### src/rtl/zqsch_pkg.sv
package zqsch_pkg;

  typedef enum logic [1:0] {
    ST_WAIT_INIT = 2'd0,
    ST_LONG      = 2'd1,
    ST_IDLE      = 2'd2,
    ST_SHORT     = 2'd3
  } zqState_e;

  // Strobes from sequencer to timer datapath
  typedef struct packed {
    logic issue;      // a request is launched this cycle
    logic issueLong;  // the launched request is the long kind
    logic busyRun;    // a calibration is in flight
    logic idleRun;    // interval countdown is active
    logic reload;     // calibration finished or abandoned
  } zqStrobe_t;

endpackage

### src/rtl/zq_timer_dp.sv
module zq_timer_dp
  import zqsch_pkg::*;
#(
  parameter int INT_W     = 16,
  parameter int LONG_CYC  = 512,
  parameter int SHORT_CYC = 64
) (
  input  logic             clk,
  input  logic             rstN,
  input  zqStrobe_t        stb,
  input  logic [INT_W-1:0] intervalCfg,
  output logic             intExpired,
  output logic             wdExpired
);

  localparam int WD_W = $clog2(2 * LONG_CYC + 1);
  localparam logic [WD_W-1:0] LONG_LIM  = WD_W'(2 * LONG_CYC - 1);
  localparam logic [WD_W-1:0] SHORT_LIM = WD_W'(2 * SHORT_CYC - 1);

  logic [INT_W-1:0] intCnt;
  logic [WD_W-1:0]  wdCnt;
  logic             kindLong;
  logic [WD_W-1:0]  wdLimit;

  assign wdLimit    = kindLong ? LONG_LIM : SHORT_LIM;
  assign intExpired = (intCnt == '0);
  assign wdExpired  = stb.busyRun && (wdCnt == wdLimit);

  // Interval countdown: loaded on completion, frozen at zero
  always_ff @(posedge clk or negedge rstN) begin
    if (!rstN) begin
      intCnt <= '0;
    end else if (stb.reload) begin
      intCnt <= intervalCfg;
    end else if (stb.idleRun && !intExpired) begin
      intCnt <= intCnt - INT_W'(1);
    end
  end

  // Watchdog: cleared at launch, counts while in flight
  always_ff @(posedge clk or negedge rstN) begin
    if (!rstN) begin
      wdCnt    <= '0;
      kindLong <= 1'b0;
    end else if (stb.issue) begin
      wdCnt    <= '0;
      kindLong <= stb.issueLong;
    end else if (stb.busyRun && !wdExpired) begin
      wdCnt <= wdCnt + WD_W'(1);
    end
  end

  AST_WD_BOUND: assert property (@(posedge clk) disable iff (!rstN)
    stb.busyRun |-> (wdCnt <= wdLimit));

  AST_COUNT_FROZEN_IN_FLIGHT: assert property (@(posedge clk) disable iff (!rstN)
    (stb.busyRun && !stb.reload) |=> $stable(intCnt));

endmodule

### src/rtl/zq_seq_ctrl.sv
module zq_seq_ctrl
  import zqsch_pkg::*;
(
  input  logic      clk,
  input  logic      rstN,
  input  logic      phyInitDone,
  input  logic      busIdle,
  input  logic      calDone,
  input  logic      intExpired,
  input  logic      wdExpired,
  output zqStrobe_t stb,
  output logic      calReq,
  output logic      calLong,
  output logic      calBusy,
  output logic      calErr
);

  zqState_e state;
  logic     pending;
  logic     inFlight;
  logic     startLong;
  logic     startShort;
  logic     finish;

  assign inFlight   = (state == ST_LONG) || (state == ST_SHORT);
  assign startLong  = (state == ST_WAIT_INIT) && phyInitDone;
  assign startShort = (state == ST_IDLE) && intExpired && busIdle && phyInitDone;
  assign finish     = inFlight && (calDone || wdExpired);

  always_comb begin
    stb           = '0;
    stb.issue     = startLong || startShort;
    stb.issueLong = startLong;
    stb.busyRun   = inFlight;
    stb.idleRun   = (state == ST_IDLE);
    stb.reload    = finish;
  end

  always_ff @(posedge clk or negedge rstN) begin
    if (!rstN) begin
      state   <= ST_WAIT_INIT;
      calReq  <= 1'b0;
      calLong <= 1'b0;
      calBusy <= 1'b0;
      calErr  <= 1'b0;
      pending <= 1'b0;
    end else begin
      calReq <= 1'b0;
      unique case (state)
        ST_WAIT_INIT: begin
          if (startLong) begin
            state   <= ST_LONG;
            calReq  <= 1'b1;
            calLong <= 1'b1;
            calBusy <= 1'b1;
          end
        end
        ST_LONG, ST_SHORT: begin
          if (calDone) begin
            state   <= ST_IDLE;
            calBusy <= 1'b0;
          end else if (wdExpired) begin
            state   <= ST_IDLE;
            calBusy <= 1'b0;
            calErr  <= 1'b1;
          end
        end
        ST_IDLE: begin
          if (startShort) begin
            state   <= ST_SHORT;
            calReq  <= 1'b1;
            calLong <= 1'b0;
            calBusy <= 1'b1;
            pending <= 1'b0;
          end else if (intExpired) begin
            pending <= 1'b1;
          end
        end
        default: state <= ST_WAIT_INIT;
      endcase
    end
  end

  AST_REQ_PULSE: assert property (@(posedge clk) disable iff (!rstN)
    calReq |=> !calReq);

  AST_BUSY_WITH_REQ: assert property (@(posedge clk) disable iff (!rstN)
    calReq |-> calBusy);

  AST_NO_REQ_WHILE_BUSY: assert property (@(posedge clk) disable iff (!rstN)
    calReq |-> !$past(calBusy));

  AST_REQ_NEEDS_INIT: assert property (@(posedge clk) disable iff (!rstN)
    calReq |-> $past(phyInitDone));

  AST_SHORT_ON_IDLE: assert property (@(posedge clk) disable iff (!rstN)
    (calReq && !calLong) |-> $past(busIdle));

  AST_PENDING_FLUSH: assert property (@(posedge clk) disable iff (!rstN)
    (state == ST_IDLE && pending && busIdle && phyInitDone) |=> calReq);

  AST_DONE_RELEASES: assert property (@(posedge clk) disable iff (!rstN)
    (calBusy && calDone) |=> !calBusy);

  AST_ERR_STICKY: assert property (@(posedge clk) disable iff (!rstN)
    calErr |=> calErr);

endmodule

### src/rtl/zq_cal_sched.sv
module zq_cal_sched
  import zqsch_pkg::*;
#(
  parameter int INT_W     = 16,
  parameter int LONG_CYC  = 512,
  parameter int SHORT_CYC = 64
) (
  input  logic             clk,
  input  logic             rstN,
  input  logic             phyInitDone,
  input  logic             busIdle,
  input  logic [INT_W-1:0] intervalCfg,
  input  logic             calDone,
  output logic             calReq,
  output logic             calLong,
  output logic             calBusy,
  output logic             calErr
);

  zqStrobe_t stb;
  logic      intExpired;
  logic      wdExpired;

  zq_seq_ctrl u_ctrl (
    .clk        (clk),
    .rstN       (rstN),
    .phyInitDone(phyInitDone),
    .busIdle    (busIdle),
    .calDone    (calDone),
    .intExpired (intExpired),
    .wdExpired  (wdExpired),
    .stb        (stb),
    .calReq     (calReq),
    .calLong    (calLong),
    .calBusy    (calBusy),
    .calErr     (calErr)
  );

  zq_timer_dp #(
    .INT_W    (INT_W),
    .LONG_CYC (LONG_CYC),
    .SHORT_CYC(SHORT_CYC)
  ) u_dp (
    .clk        (clk),
    .rstN       (rstN),
    .stb        (stb),
    .intervalCfg(intervalCfg),
    .intExpired (intExpired),
    .wdExpired  (wdExpired)
  );

endmodule

### config.mk
export PLATFORM = sky130hd
export DESIGN_NAME = zq_cal_sched
export DESIGN_NICKNAME = d
export VERILOG_FILES = /design/src/rtl/zqsch_pkg.sv /design/src/rtl/zq_timer_dp.sv /design/src/rtl/zq_seq_ctrl.sv /design/src/rtl/zq_cal_sched.sv
export SDC_FILE = /design/constraint.sdc
export NUM_CORES = 1
export LEC_CHECK = 0
export BUFFER_PORTS_ARGS = -buffer_cell sky130_fd_sc_hd__buf_2
export CORE_MARGIN = 5
export CORE_UTILIZATION = 62
export CTS_CLUSTER_DIAMETER = 100
export DETAILED_ROUTE_END_ITERATION = 6
export PLACE_DENSITY = 0.84
export SYNTH_ARGS = -nofsm -noshare
export SYNTH_HDL_FRONTEND = slang
export SYNTH_HIERARCHICAL = 1
export SYNTH_SLANG_ARGS = --single-unit
### constraint.sdc
create_clock -name clk -period 5.55 [get_ports clk]
set_input_delay 0.8325 -clock clk [delete_from_list [all_inputs] [get_ports clk]]
set_output_delay 0.8325 -clock clk [all_outputs]
set_load 0.05 [all_outputs]
==> flow_summary.yaml <==
setup_path:
  critPathBufInv: 1
  crit_chain: "ha_1, nand4_1, nor3_1, and3_1, o21a_1, clkinv_1, o311a_1, a221o_1"
  cp.required_ns: 5.79
  slowest_stage: "clkinv_1"
  r2r-end: "u_dp/intCnt[15]"
  r2r-start: "u_dp/wdCnt[0]"
  start_kind: "register"
  cp_slowest_stage_delay_ns: 0.62
  reg2reg_depth: 8
  crit_fanout: 21
  criticalPathCategory: "reg2reg"
  critical_path_arrival_ns: 3.49
  crit_end: "u_dp/intCnt[15]"
  worstSetupStartpoint: "u_dp/wdCnt[0]"
  crit_family: "compound AO/OA/AOI/OAI gates"
  path_depth: 8
  r2r_setup_slack_ns: 2.29
  end_kind: "register"
pwr:
  cellLeakagePower_nw: 0.885
  powerDensity_nw_per_um2: 396
  vdd_ir_drop_max_v: 0.000216
logic_synthesis:
  synth.distinct_cells: 64
  synth_compound_gate_area_share_pct: 20.6
  synth_top_family_by_area: "simple AND/OR/NAND/NOR gates"
  synthAdderAreaFrac_pct: 1.22
  synth-edff-count: 0
  yosys_warnings: 6
  synth-seq-cells: 34
  synth_mux_area_share_pct: 2.31
  ys_seq_area_share_pct: 41.4
  synth_area_um2: 2060
  synthCells: 218
  syn_nets: 241
  synth.avg_cell_area_um2: 9.44
  ys_async_sr_fraction_pct: 100
  synthXorXnorAreaFrac_pct: 0
  synth_simple_gate_area_share_pct: 29.6
  synth_flop_cell: "dfrtp_1"
sta:
  finalSetupTns_ns: 0
  max_freq_ghz: 0.307
  hold_ws_ns: 0.501
  max_slew_margin_pct: 34.6
  fin_crit_ns: 3.26
  tightest_slew_ns: 0.977
  setup_viol: 0
  skew_ns: 0.00674
  finalHoldViolations: 0
  rsz0062_at_grt: "no"
  slew_viol_final: 0
  fin_crit_sh_pct: 58.7
clock_tree:
  postCtsHoldBufs: 0
  clock_latency_ns: 0.35
  cts-root-buf: "clkbuf_4"
  numCtsBuffers: 5
  path_clk_slew_ns: 0.11
  cts_max_level: 2
  postCtsResizedCells: 0
  ctsLongestPathBuffers: 2
  cts_tree: "built"
  clock-sinks: 34
  cts_setup_buffers: 0
placement:
  place.gp.congestion: 0.810
  place_hpwl_mm: 3.03
  io_buffers: 24
finish:
  seq_area_um2: 851
  nNetsFinal: 262
  fill_cells: 271
  synthToLayoutAreaGrowth_pct: 8.21
  multi_input_area_um2: 1100
  n_antenna_cell: 0
  drive_gt1_share_pct: 21.3
die:
  fp-row-count: 21
  start_util_pct: 62.6
  die_w_um: 67.6
  core-area_um2: 3280
  dieArea_um2: 4570
  io_pins: 25
  die_h_um: 67.6
global_route:
  grt_pass1_wl_mm: 6.98
  grt_pass1_vias: 1524
  antenna_found_initial: 0
  grt_overflow_total: 0
  grtUsageTotal_pct: 20.3
  grt_max_degree: 35
routing:
  vias: 1751
  wl_per_cell_um: 14.7
  vias_per_cell: 6.12
  drtIter0Drc: 100
  ant_nets: 0
  routed_wl_mm: 4.20
  firstDrtPassIters: 4
  drt_drc_violations_left: 0
outcome:
  status: "completed"
run:
  max_cap_viol_count: 0
hold_path:
  hold_path.class: "reg2reg"
worst register-to-register path, delay by kind of cell (launching register included):
kind	cells	cell delay, ns
flops	1	0.45
fa+ha+maj	1	0.23
buf+inv	1	0.63
simple gates	3	0.76
compound gates	3	1.09
layer usage:
metal | share of wire [%] | track usage, %
met5 | 0 | 0
met4 | 1.0 | 8.35
met3 | 6.2 | 5.82
met2 | 44 | 29.5
met1 | 48 | 28.3
cells in the final DEF, fill, tap and decap left out, types with 6 or more instances in the layout:
cell type / Yosys / routed
inv_1: 7 / 7
or3_1: 9 / 9
or4_1: 9 / 9
dfrtp_1: 34 / 34
nand2_1: 14 / 14
o31ai_1: 6 / 6
a21oi_1: 10 / 10
nand4_1: 7 / 7
nor3_1: 7 / 7
a31oi_1: 8 / 8
buf_2: 0 / 24
o21ai_0: 8 / 8
nor2_1: 17 / 17
worst min-delay path by stage:
stage / startpoint / to / slack (ns) / cells past startpoint
after floorplan: u_ctrl/state[1] / u_ctrl/calLong / 0.47 / 1
after global placement: u_ctrl/calErr / u_ctrl/calErr / 0.47 / 1
after detailed placement: u_ctrl/calLong / u_ctrl/calLong / 0.47 / 1
after CTS: u_ctrl/calLong / u_ctrl/calLong / 0.51 / 1
after global routing: u_ctrl/calErr / u_ctrl/calErr / 0.54 / 1
final: u_ctrl/calLong / u_ctrl/calLong / 0.50 / 1
through the flow:
step           std cells  setup WS (ns)  util (%)  instance area [µm²]  power, mW
2_1_floorplan        218           3.02         -                 2060      0.660
3_3_place_gp         278           2.35      65.8                 2160      0.724
3_5_place_dp         278           2.35      65.8                 2160      0.735
4_1_cts              286           2.31      67.8                 2230      0.887
5_1_grt              286           2.06      67.8                 2230      0.950
6_report             286           2.29      67.8                 2230      0.881
cells in the mapped netlist, types with 2 or more instances:
| master | n | share of area, % |
|---|---|---|
| or4_1 | 9 | 3.3 |
| nor2b_1 | 2 | 0.61 |
| dfrtp_1 | 34 | 41 |
| a31oi_1 | 8 | 2.4 |
| o21ai_1 | 3 | 0.73 |
| and3_1 | 4 | 1.2 |
| nand2b_1 | 5 | 1.5 |
| buf_4 | 3 | 1.1 |
| nand2_1 | 14 | 2.6 |
| ha_1 | 2 | 1.2 |
| or2_2 | 3 | 0.91 |
| and2_1 | 4 | 1.2 |
| or3_1 | 9 | 2.7 |
| o21ai_0 | 8 | 1.9 |
| nand4_1 | 7 | 2.1 |
| a21oi_1 | 10 | 2.4 |
| o22a_1 | 2 | 0.85 |
| clkbuf_1 | 4 | 0.73 |
| nor4_1 | 3 | 0.91 |
| o31a_1 | 2 | 0.85 |
| mux2_2 | 2 | 1.1 |
| buf_6 | 2 | 1.1 |
| nand3_1 | 4 | 0.97 |
| nor3_1 | 7 | 1.7 |
| nor2_1 | 17 | 3.1 |
| inv_1 | 7 | 1.3 |
| o31ai_1 | 6 | 2.2 |
cells by family after synthesis:
logic type,after synthesis
AOI/OAI and AO/OA,58
adders and majority gates,2
buffers and inverters,18
DFF,34
muxes,4
and+or+nand+nor,102
flip-flops by register name, indices dropped and copies added, names as in the netlist:
register        cells
u_dp/intCnt        16
u_ctrl/calLong      1
u_dp/wdCnt         11
u_ctrl/calErr       1
u_ctrl/state        2
u_ctrl/calBusy      1
u_ctrl/calReq       1
u_dp/kindLong       1
cell type report:
type	count	share of cell area (%)
Clock buffer	6	2.30
Clock inverter	2	0.562
Inverter	8	1.35
Multi-Input combinational cell	166	49.6
Sequential cell	34	38.2
Tap cell	46	2.59
Timing Repair Buffer	24	5.40
power breakdown:
group          internal, mW  switching [mW]
clock network        0.0608          0.0863
registers             0.328           0.101
logic                 0.146           0.159
total                 0.535           0.346
Power figures use the tool's default switching activity.
